$ cat config.mk
export PLATFORM = sky130hd
export DESIGN_NAME = adc_frame_seq
export DESIGN_NICKNAME = d
export VERILOG_FILES = /design/src/rtl/adc_fs_pkg.sv /design/src/rtl/adc_fs_prescaler.sv /design/src/rtl/adc_fs_cfg.sv /design/src/rtl/adc_fs_slot_ctrl.sv /design/src/rtl/adc_fs_event.sv /design/src/rtl/adc_frame_seq.sv
export SDC_FILE = /design/constraint.sdc
export NUM_CORES = 1
export LEC_CHECK = 0
export ABC_AREA = 1
export BUFFER_PORTS_ARGS = -buffer_cell sky130_fd_sc_hd__buf_2
export CELL_PAD_IN_SITES_DETAIL_PLACEMENT = 0
export CELL_PAD_IN_SITES_GLOBAL_PLACEMENT = 1
export CORE_ASPECT_RATIO = 1.5
export CORE_MARGIN = 2
export CORE_UTILIZATION = 35
export CTS_CLUSTER_DIAMETER = 40
export DETAILED_ROUTE_END_ITERATION = 8
export GPL_ROUTABILITY_DRIVEN = 0
export PLACE_DENSITY = 0.63
export SLEW_MARGIN = 10
export SYNTH_ARGS = -nofsm -noshare
export SYNTH_HDL_FRONTEND = slang
export SYNTH_SLANG_ARGS = --single-unit
$ cat constraint.sdc
create_clock -name clk -period 1.4 [get_ports clk]
set_input_delay 0 -clock clk [delete_from_list [all_inputs] [get_ports clk]]
set_output_delay 0 -clock clk [all_outputs]
set_load 0.005 [all_outputs]
$ cat src/rtl/adc_fs_pkg.sv
package adc_fs_pkg;

  typedef enum logic {
    FIR_SHORT = 1'b0,
    FIR_LONG  = 1'b1
  } fir_sel_e;

  // Map a requested slot count onto the legal range 1..nslots.
  function automatic int clamp_div(input int raw, input int nslots);
    if (raw == 0)           return 1;
    else if (raw > nslots)  return nslots;
    else                    return raw;
  endfunction

endpackage

$ cat src/rtl/adc_fs_prescaler.sv
module adc_fs_prescaler #(
  parameter int CK_PER_TICK = 150
) (
  input  logic clk,
  input  logic rst_n,
  input  logic run,
  output logic pre_last,
  output logic tick_start
);
  localparam int PW = (CK_PER_TICK > 1) ? $clog2(CK_PER_TICK) : 1;
  localparam logic [PW-1:0] PRE_MAX = PW'(CK_PER_TICK - 1);

  logic [PW-1:0] pre_q, pre_d;

  always_comb begin
    pre_d = pre_q;
    if (!run)          pre_d = '0;
    else if (pre_last) pre_d = '0;
    else               pre_d = pre_q + 1'b1;
  end

  always_ff @(posedge clk or negedge rst_n) begin
    if (!rst_n) pre_q <= '0;
    else        pre_q <= pre_d;
  end

  assign pre_last   = run && (pre_q == PRE_MAX);
  assign tick_start = run && (pre_q == '0);

  a_r2_pre_range: assert property (@(posedge clk) disable iff (!rst_n)
    pre_q <= PRE_MAX);
  a_r2_wrap: assert property (@(posedge clk) disable iff (!rst_n)
    (run && pre_q == PRE_MAX) |=> (pre_q == '0));

endmodule

$ cat src/rtl/adc_fs_cfg.sv
module adc_fs_cfg #(
  parameter int NUM_SLOTS = 4,
  parameter int TPC_SHORT = 2,
  parameter int TPC_LONG  = 3,
  localparam int SW = $clog2(NUM_SLOTS + 1),
  localparam int TW = $clog2(TPC_LONG + 1)
) (
  input  logic          clk,
  input  logic          rst_n,
  input  logic          load,
  input  logic [SW-1:0] div_raw,
  input  logic          fir_raw,
  output logic [SW-1:0] div_q,
  output logic [TW-1:0] tpc_q
);
  import adc_fs_pkg::*;

  logic [SW-1:0] div_eff;
  logic [TW-1:0] tpc_eff;
  fir_sel_e      fir_sel;

  always_comb begin
    fir_sel = fir_sel_e'(fir_raw);
    div_eff = SW'(clamp_div(int'(div_raw), NUM_SLOTS));
    tpc_eff = (fir_sel == FIR_LONG) ? TW'(TPC_LONG) : TW'(TPC_SHORT);
  end

  always_ff @(posedge clk or negedge rst_n) begin
    if (!rst_n) begin
      div_q <= SW'(1);
      tpc_q <= TW'(TPC_SHORT);
    end else if (load) begin
      div_q <= div_eff;
      tpc_q <= tpc_eff;
    end
  end

  a_r7_div_legal: assert property (@(posedge clk) disable iff (!rst_n)
    (div_q != '0) && (div_q <= SW'(NUM_SLOTS)));

endmodule

$ cat src/rtl/adc_fs_slot_ctrl.sv
module adc_fs_slot_ctrl #(
  parameter int NUM_SLOTS = 4,
  parameter int TPC_LONG  = 3,
  localparam int SW = $clog2(NUM_SLOTS + 1),
  localparam int TW = $clog2(TPC_LONG + 1)
) (
  input  logic          clk,
  input  logic          rst_n,
  input  logic          en,
  input  logic          pre_last,
  input  logic [SW-1:0] div_q,
  input  logic [TW-1:0] tpc_q,
  output logic          run_q,
  output logic [SW-1:0] slot_q,
  output logic [TW-1:0] tk_q,
  output logic          load,
  output logic          adv
);
  localparam logic [SW-1:0] SETTLE = SW'(NUM_SLOTS);

  logic          run_d;
  logic [SW-1:0] slot_d;
  logic [TW-1:0] tk_d;
  logic          start, boundary, in_slot;

  always_comb begin
    start    = !run_q && en;
    boundary = run_q && pre_last && (slot_q == SETTLE);
    in_slot  = run_q && pre_last && (slot_q != SETTLE);
    load     = start || (boundary && en);
    adv      = in_slot && (tk_q == tpc_q - 1'b1);

    run_d  = run_q;
    slot_d = slot_q;
    tk_d   = tk_q;
    if (load) begin
      run_d  = 1'b1;
      slot_d = '0;
      tk_d   = '0;
    end else if (boundary) begin
      run_d  = 1'b0;
      slot_d = SETTLE;
      tk_d   = '0;
    end else if (adv) begin
      tk_d   = '0;
      slot_d = (slot_q == div_q - 1'b1) ? SETTLE : slot_q + 1'b1;
    end else if (in_slot) begin
      tk_d   = tk_q + 1'b1;
    end
  end

  always_ff @(posedge clk or negedge rst_n) begin
    if (!rst_n) begin
      run_q  <= 1'b0;
      slot_q <= SETTLE;
      tk_q   <= '0;
    end else begin
      run_q  <= run_d;
      slot_q <= slot_d;
      tk_q   <= tk_d;
    end
  end

  a_r5_state_range: assert property (@(posedge clk) disable iff (!rst_n)
    slot_q <= SETTLE);
  a_r5_slot_order: assert property (@(posedge clk) disable iff (!rst_n)
    (!$stable(slot_q) && slot_q != '0 && slot_q != SETTLE)
      |-> (slot_q == $past(slot_q) + 1'b1));
  a_r9_idle_settle: assert property (@(posedge clk) disable iff (!rst_n)
    !run_q |-> (slot_q == SETTLE));

endmodule

$ cat src/rtl/adc_fs_event.sv
module adc_fs_event #(
  parameter int NUM_SLOTS = 4,
  localparam int SW = $clog2(NUM_SLOTS + 1),
  localparam int CW = (NUM_SLOTS > 1) ? $clog2(NUM_SLOTS) : 1
) (
  input  logic          clk,
  input  logic          rst_n,
  input  logic          adv,
  input  logic [SW-1:0] slot_q,
  output logic          done_q,
  output logic [CW-1:0] chan_q
);
  logic          done_d;
  logic [CW-1:0] chan_d;

  always_comb begin
    done_d = adv;
    chan_d = adv ? slot_q[CW-1:0] : chan_q;
  end

  always_ff @(posedge clk or negedge rst_n) begin
    if (!rst_n) begin
      done_q <= 1'b0;
      chan_q <= '0;
    end else begin
      done_q <= done_d;
      chan_q <= chan_d;
    end
  end

  a_r6_single_pulse: assert property (@(posedge clk) disable iff (!rst_n)
    done_q |=> !done_q);

endmodule

$ cat src/rtl/adc_frame_seq.sv
module adc_frame_seq #(
  parameter int CK_PER_TICK = 150,
  parameter int NUM_SLOTS   = 4,
  parameter int TPC_SHORT   = 2,
  parameter int TPC_LONG    = 3,
  parameter int SYNC_STAGES = 2,
  localparam int SW = $clog2(NUM_SLOTS + 1),
  localparam int CW = (NUM_SLOTS > 1) ? $clog2(NUM_SLOTS) : 1,
  localparam int TW = $clog2(TPC_LONG + 1)
) (
  input  logic          clk,
  input  logic          rst_n,
  input  logic          en,
  input  logic [SW-1:0] mux_div,
  input  logic          fir_long,
  output logic          tick32,
  output logic          mux_sync,
  output logic [SW-1:0] mux_state,
  output logic          conv_done,
  output logic [CW-1:0] conv_chan
);
  // Reset: asserts asynchronously, releases after SYNC_STAGES edges.
  logic [SYNC_STAGES-1:0] rst_pipe;
  logic                   rst_s;

  always_ff @(posedge clk or negedge rst_n) begin
    if (!rst_n) rst_pipe <= '0;
    else        rst_pipe <= {rst_pipe[SYNC_STAGES-2:0], 1'b1};
  end
  assign rst_s = rst_pipe[SYNC_STAGES-1];

  logic          run_q, pre_last, tick_start, load, adv;
  logic [SW-1:0] slot_q, div_q;
  logic [TW-1:0] tk_q, tpc_q;

  adc_fs_prescaler #(.CK_PER_TICK(CK_PER_TICK)) u_pre (
    .clk(clk), .rst_n(rst_s), .run(run_q),
    .pre_last(pre_last), .tick_start(tick_start)
  );

  adc_fs_cfg #(.NUM_SLOTS(NUM_SLOTS), .TPC_SHORT(TPC_SHORT), .TPC_LONG(TPC_LONG)) u_cfg (
    .clk(clk), .rst_n(rst_s), .load(load),
    .div_raw(mux_div), .fir_raw(fir_long),
    .div_q(div_q), .tpc_q(tpc_q)
  );

  adc_fs_slot_ctrl #(.NUM_SLOTS(NUM_SLOTS), .TPC_LONG(TPC_LONG)) u_ctrl (
    .clk(clk), .rst_n(rst_s), .en(en), .pre_last(pre_last),
    .div_q(div_q), .tpc_q(tpc_q),
    .run_q(run_q), .slot_q(slot_q), .tk_q(tk_q),
    .load(load), .adv(adv)
  );

  adc_fs_event #(.NUM_SLOTS(NUM_SLOTS)) u_evt (
    .clk(clk), .rst_n(rst_s), .adv(adv), .slot_q(slot_q),
    .done_q(conv_done), .chan_q(conv_chan)
  );

  assign tick32    = tick_start;
  assign mux_sync  = tick_start && (slot_q == '0) && (tk_q == '0);
  assign mux_state = slot_q;

  a_r4_sync_vs_done: assert property (@(posedge clk) disable iff (!rst_s)
    !(mux_sync && conv_done));
  a_r6_done_on_tick: assert property (@(posedge clk) disable iff (!rst_s)
    conv_done |-> tick32);
  a_r6_chan_bound: assert property (@(posedge clk) disable iff (!rst_s)
    conv_done |-> (SW'(conv_chan) < div_q));
  a_r8_cfg_frame_only: assert property (@(posedge clk) disable iff (!rst_s)
    (!$stable(div_q) || !$stable(tpc_q)) |-> mux_sync);

endmodule

Word level (Yosys, flattened, before mapping) --
Index checks and enable logic that the tools add are counted.
Word-level totals: bits in registers 24, latch bits 0, bits in writable memories 0, bits in read-only memories 0, input bits 7, output and inout port bits 8, word-level logic and storage cells 54, memories kept 0
Cells by class: $add $sub $neg 5, multipliers 0, div/mod/pow operators 0, $lt $le $gt $ge 1, eq/ne operators 5, shift-type cells 0, muxes and demuxes 15, bitwise logic cells 0, reductions and logical operators 19
Operator list (count):
- 2-to-1 mux 3 bit | 6
- 2-to-1 mux 8 bit | 2
- logical AND 1 bit | 10
- adder 8 x 1 -> 8 bit (second input constant) | 1
- equality test 8 bit (second input constant) | 1
- zero test 8 bit | 1
- 2-to-1 mux 2 bit | 4
- zero test 3 bit | 2
- nonzero test 4 bit | 1
- adder 3 x 1 -> 3 bit (second input constant) | 1
- equality test 3 bit | 1
- equality test 3 bit (second input constant) | 1
- > comparator 3 bit (second input constant) | 1
- 2-to-1 mux 1 bit | 3
- != test 3 bit (second input constant) | 1
- nonzero test 3 bit | 1
- subtractor 3 x 1 -> 3 bit (second input constant) | 1
- adder 2 x 1 -> 2 bit (second input constant) | 1
- equality test 2 bit | 1
- zero test 2 bit | 1
- nonzero test 2 bit | 1
- subtractor 2 x 1 -> 2 bit (second input constant) | 1
- zero test 1 bit | 1
- logical OR 1 bit | 1

Longest topological paths before layout --
word-level depth 8, gate-level depth with buffers 11, depth with buffers taken out 11

Hierarchy --
Synthesis repeated with hierarchy kept, for this count alone.
Second synthesis, totals: cells, all modules 176, area, all modules 1305.0 um^2
Modules (own cells, without submodules):
- adc_fs_slot_ctrl | times used 1, cells an instance 76, area an instance 494.2 um^2, sequential area each 151.4 um^2
- adc_fs_prescaler | times used 1, cells an instance 60, area an instance 459.2 um^2, sequential area each 200.2 um^2
- adc_fs_cfg | times used 1, cells an instance 21, area an instance 171.4 um^2, sequential area each 101.3 um^2
- adc_fs_event | times used 1, cells an instance 10, area an instance 101.3 um^2, sequential area each 75.1 um^2
- adc_frame_seq | times used 1, cells an instance 9, area an instance 78.8 um^2, sequential area each 50.0 um^2

Least setup slack after synthesis --
Ideal clock, no wire load.
kind reg2reg, from register u_cfg.div_q[0], to register u_ctrl.slot_q[0], library setup time 0.118 ns, arrival 1.315 ns, required time 1.282 ns, path slack -0.033 ns, stages on the path, launching flop included 8, buffers on the path 0, path through dfstp_2 inv_1 ha_1 xnor2_1 nor2_1 nand2_1 a21oi_1 nor2_1
On the way: longest elaborated chain between the ends 6
RTL lines:
- from (decl) | line adc_fs_cfg.sv:13 | output logic [SW-1:0] div_q,
- from (signal assigned) | line adc_fs_cfg.sv:33 | div_q <= div_eff;
- subtractor 3 x 1 -> 3 bit | line adc_fs_slot_ctrl.sv:46 | slot_d = (slot_q == div_q - 1'b1) ? SETTLE : slot_q + 1'b1;
- equality test 3 bit | line adc_fs_slot_ctrl.sv:46
- 2-to-1 mux 3 bit | line adc_fs_slot_ctrl.sv:46
- 2-to-1 mux 3 bit | line adc_fs_slot_ctrl.sv:44 | end else if (adv) begin
- 2-to-1 mux 3 bit | line adc_fs_slot_ctrl.sv:40 | end else if (boundary) begin
- 2-to-1 mux 3 bit | line adc_fs_slot_ctrl.sv:36 | if (load) begin
- to (signal assigned) | line adc_fs_slot_ctrl.sv:59 | slot_q <= slot_d;
- to (decl) | line adc_fs_slot_ctrl.sv:14 | output logic [SW-1:0] slot_q,
No other way between the ends. The select of a mux whose other input is x is not followed. A chain may end at the register's enable or synchronous reset.

Final worst setup path --
from register u_pre.pre_q[0], to output port mux_sync
On the way: longest elaborated chain between the ends 4
RTL lines:
- from (decl) | line adc_fs_prescaler.sv:13 | logic [PW-1:0] pre_q, pre_d;
- from (signal assigned) | line adc_fs_prescaler.sv:24 | else pre_q <= pre_d;
- zero test 8 bit | line adc_fs_prescaler.sv:28 | assign tick_start = run && (pre_q == '0);
- logical AND 1 bit | line adc_fs_prescaler.sv:28
- logical AND 1 bit (2 in series) | line adc_frame_seq.sv:60 | assign mux_sync = tick_start && (slot_q == '0) && (tk_q == '0);
- to (decl) | line adc_frame_seq.sv:17 | output logic mux_sync,
No other way between the ends.

==> impl_metrics.yaml <==
synthesis:
  syn_avg_cell_area_sq_um: 7.83
  ys_ff_latch: 23
  synth_area_sq_um: 1270
  ys_warn_count: 0
  async_flop_share_pct: 100
  synth.area.top_cells: "dfrtp_1 (41%), nand2_1 (13%), ha_1 (6.9%)"
  yosysTopAreaCell: "dfrtp_1"
  synth_nets: 176
  synth.most_common_cell: "nand2_1"
  ys_top_cells_by_count: "nand2_1 (44), inv_1 (23), dfrtp_1 (21)"
  ys.flop_type: "dfrtp_1"
  netlist_instances: 162
  synth_top_area_share_pct: 41.4
  synth_edf_count: 0
  ys_seq_area_share_pct: 45.6
  synthDistinctLibCells: 23
critical_path:
  ff2ff_setup_slack_ns: 0
  crit_arrival_ns: 1.46
  cp-endpoint: "mux_sync"
  r2r-end: "u_ctrl.slot_q[0]"
  cp_max_fo: 4
  end_kind: "primary output"
  r2r.worst_path.cells: 7
  cp-startpoint: "u_pre.pre_q[0]"
  reg2reg_from: "u_cfg.div_q[0]"
  worst-setup-path-type: "flip-flop to primary output"
  required_ns: 1.40
  start_kind: "flip-flop"
final_layout:
  layout.nets: 222
  final_layout_size_suffix_gt1_share_pct: 45.4
  postLayoutCoreUtil_pct: 53.2
  area_growth_pct: 44.6
  antennaDiodeCount: 0
clocking:
  clkSlewWorstSetupHoldPaths_ns: 0.08
  clkSinkCount: 23
  cts_tree: "yes"
  cts_max_path_buffers: 2
  htree_num_levels: 1
  cts_buffers: 3
  cts_root_buf: "clkbuf_8"
  clock_latency_ns: 0.26
sta:
  rsz0062_at_grt: "true"
  period_share_pct: 104
  fmax_mhz: 685
  min_period_ns: 1.46
  hold_ws_ns: 0.0104
  setup_violations: 2
  finalHoldViolations: 0
  clock-skew-final_ns: 0.00320
  final-max-slew-violation-count: 0
  fin_ws_ns: -0.0607
detailed_routing:
  vias_per_cell: 4.59
  routed_wl_um: 3130
  drtIter0Drc: 11
  drc: 0
  postRouteAntennaNets: 0
  first_pass_iters: 4
  vias: 1144
  wl_per_cell_um: 12.6
floorplan:
  chipHeight_um: 77.7
  die_w_um: 53.2
  core_sq_um: 3450
  initial_core_util_pct: 36.8
  num_rows: 26
  io_pins: 15
  dieArea_sq_um: 4130
placed_design:
  post-dp-hpwl_um: 2290
  io_buffers: 14
  dp_slack_ns: -0.0706
global_route:
  grt_pass1_wl_um: 5390
  grt_antenna_before_repair: 0
  grt_pass1_vias: 1238
  grt_max_degree: 22
  grt_usage_pct: 17.6
  grt-ovfl-total: 0
job:
  cap_violations: 0
power_and_ir_drop:
  finalPower_mw: 1.11
  ir_drop_uv: 385
  power_leakage_nw: 0.959
  power_density_nw_per_um2: 608
status:
  violations: "setup timing"
  status: "finished, violations left"
min_path:
  min_path_type: "input pin to flip-flop"
==> flip-flops by register name (all words and copies together), names as in the netlist, 2 cells and up <==
signal,count
u_cfg.div_q,3
u_evt.chan_q,2
u_ctrl.slot_q,3
u_pre.pre_q,8
rst_pipe,2
u_ctrl.tk_q,2
==> how the worst min path moves through the flow <==
stage	from	slack (ns)	to	cells past startpoint
6_report	mux_div[2]	0.01	u_cfg.div_q[0]	4
3_5_place_dp	rst_n	-0.21	rst_pipe[0]	1
3_3_place_gp	rst_n	-0.22	rst_pipe[0]	1
5_1_grt	mux_div[2]	0.02	u_cfg.div_q[0]	4
4_1_cts	mux_div[2]	0.002	u_cfg.div_q[0]	4
2_1_floorplan	rst_n	-0.30	rst_pipe[0]	0
==> metrics by stage <==
step | instances | cell area [sq um] | TNS, ns
after floorplan | 162 | 1270 | 0
after global placement | 235 | 1520 | -0.104
after detailed placement | 235 | 1520 | -0.248
after CTS | 246 | 1710 | -0.0915
after global routing | 249 | 1830 | -0.920
final | 249 | 1830 | -0.0642
==> timing repair <==
action / CTS / global route
endpoints found under the hold margin: 5 / 0
buffers inserted: 4 / 4
hold buffers: 3 / 0
pin swaps: 8 / 14
setup endpoints to repair: 12 / 22
gates resized for setup: 23 / 29
==> cells by family (layout without fill, tap and decap cells) <==
| logic type | after synthesis | in the layout | synth area share (%) |
|---|---|---|---|
| AOI/OAI and AO/OA | 11 | 11 | 4.63 |
| other | 1 | 1 | 0.296 |
| xor gates and xnor gates | 3 | 3 | 2.07 |
| DFF | 23 | 23 | 45.6 |
| and+or+nand+nor | 90 | 90 | 32.4 |
| buffers and inverters | 27 | 72 | 8.09 |
| adders and majority gates | 7 | 7 | 6.90 |
==> worst max-delay path: stages (launching register included) <==
cell and delay (ns):
dfrtp_1 0.44, buf_6 0.16, inv_4 0.05, ha_4 0.13, nand2_2 0.06, nor4_1 0.22
buf_2 0.16
==> placed cells by master (no fill, tap or decap), types with 4 or more instances in the layout <==
cell type,instances
nor2_4,4
inv_1,15
nand2_4,5
nand3_2,6
buf_4,22
nand3_1,7
nand2_2,10
buf_2,14
dfrtp_1,21
inv_2,10
ha_4,5
nor2_1,12
nand2_1,35
==> where the power goes <==
part,switching [mW],total (mW),internal (mW),leakage (nW)
Clock,0.209,0.412,0.203,0.0228
Combinational,0.0203,0.0346,0.0142,0.661
Sequential,0.000669,0.667,0.667,0.276
Total,0.230,1.11,0.884,0.959
==> routing by layer <==
| metal | wire length, um | global-route usage [%] | vias up |
|---|---|---|---|
| li1 | - | - | 589 |
| met1 | 1200 | 18.8 | 542 |
| met2 | 1850 | 34.0 | 11 |
| met3 | 55 | 1.73 | 2 |
| met4 | 27 | 5.38 | 0 |
| met5 | 0 | 0 | - |
==> final cells by class <==
| cell class | count | area, sq um |
|---|---|---|
| Timing Repair Buffer | 41 | 288 |
| Clock buffer | 4 | 45.0 |
| Fill cell | 353 | 1610 |
| Sequential cell | 23 | 578 |
| Inverter | 27 | 106 |
| Multi-Input combinational cell | 112 | 764 |
| Tap cell | 42 | 52.6 |
No activity file was read; power rests on OpenSTA's default activity.
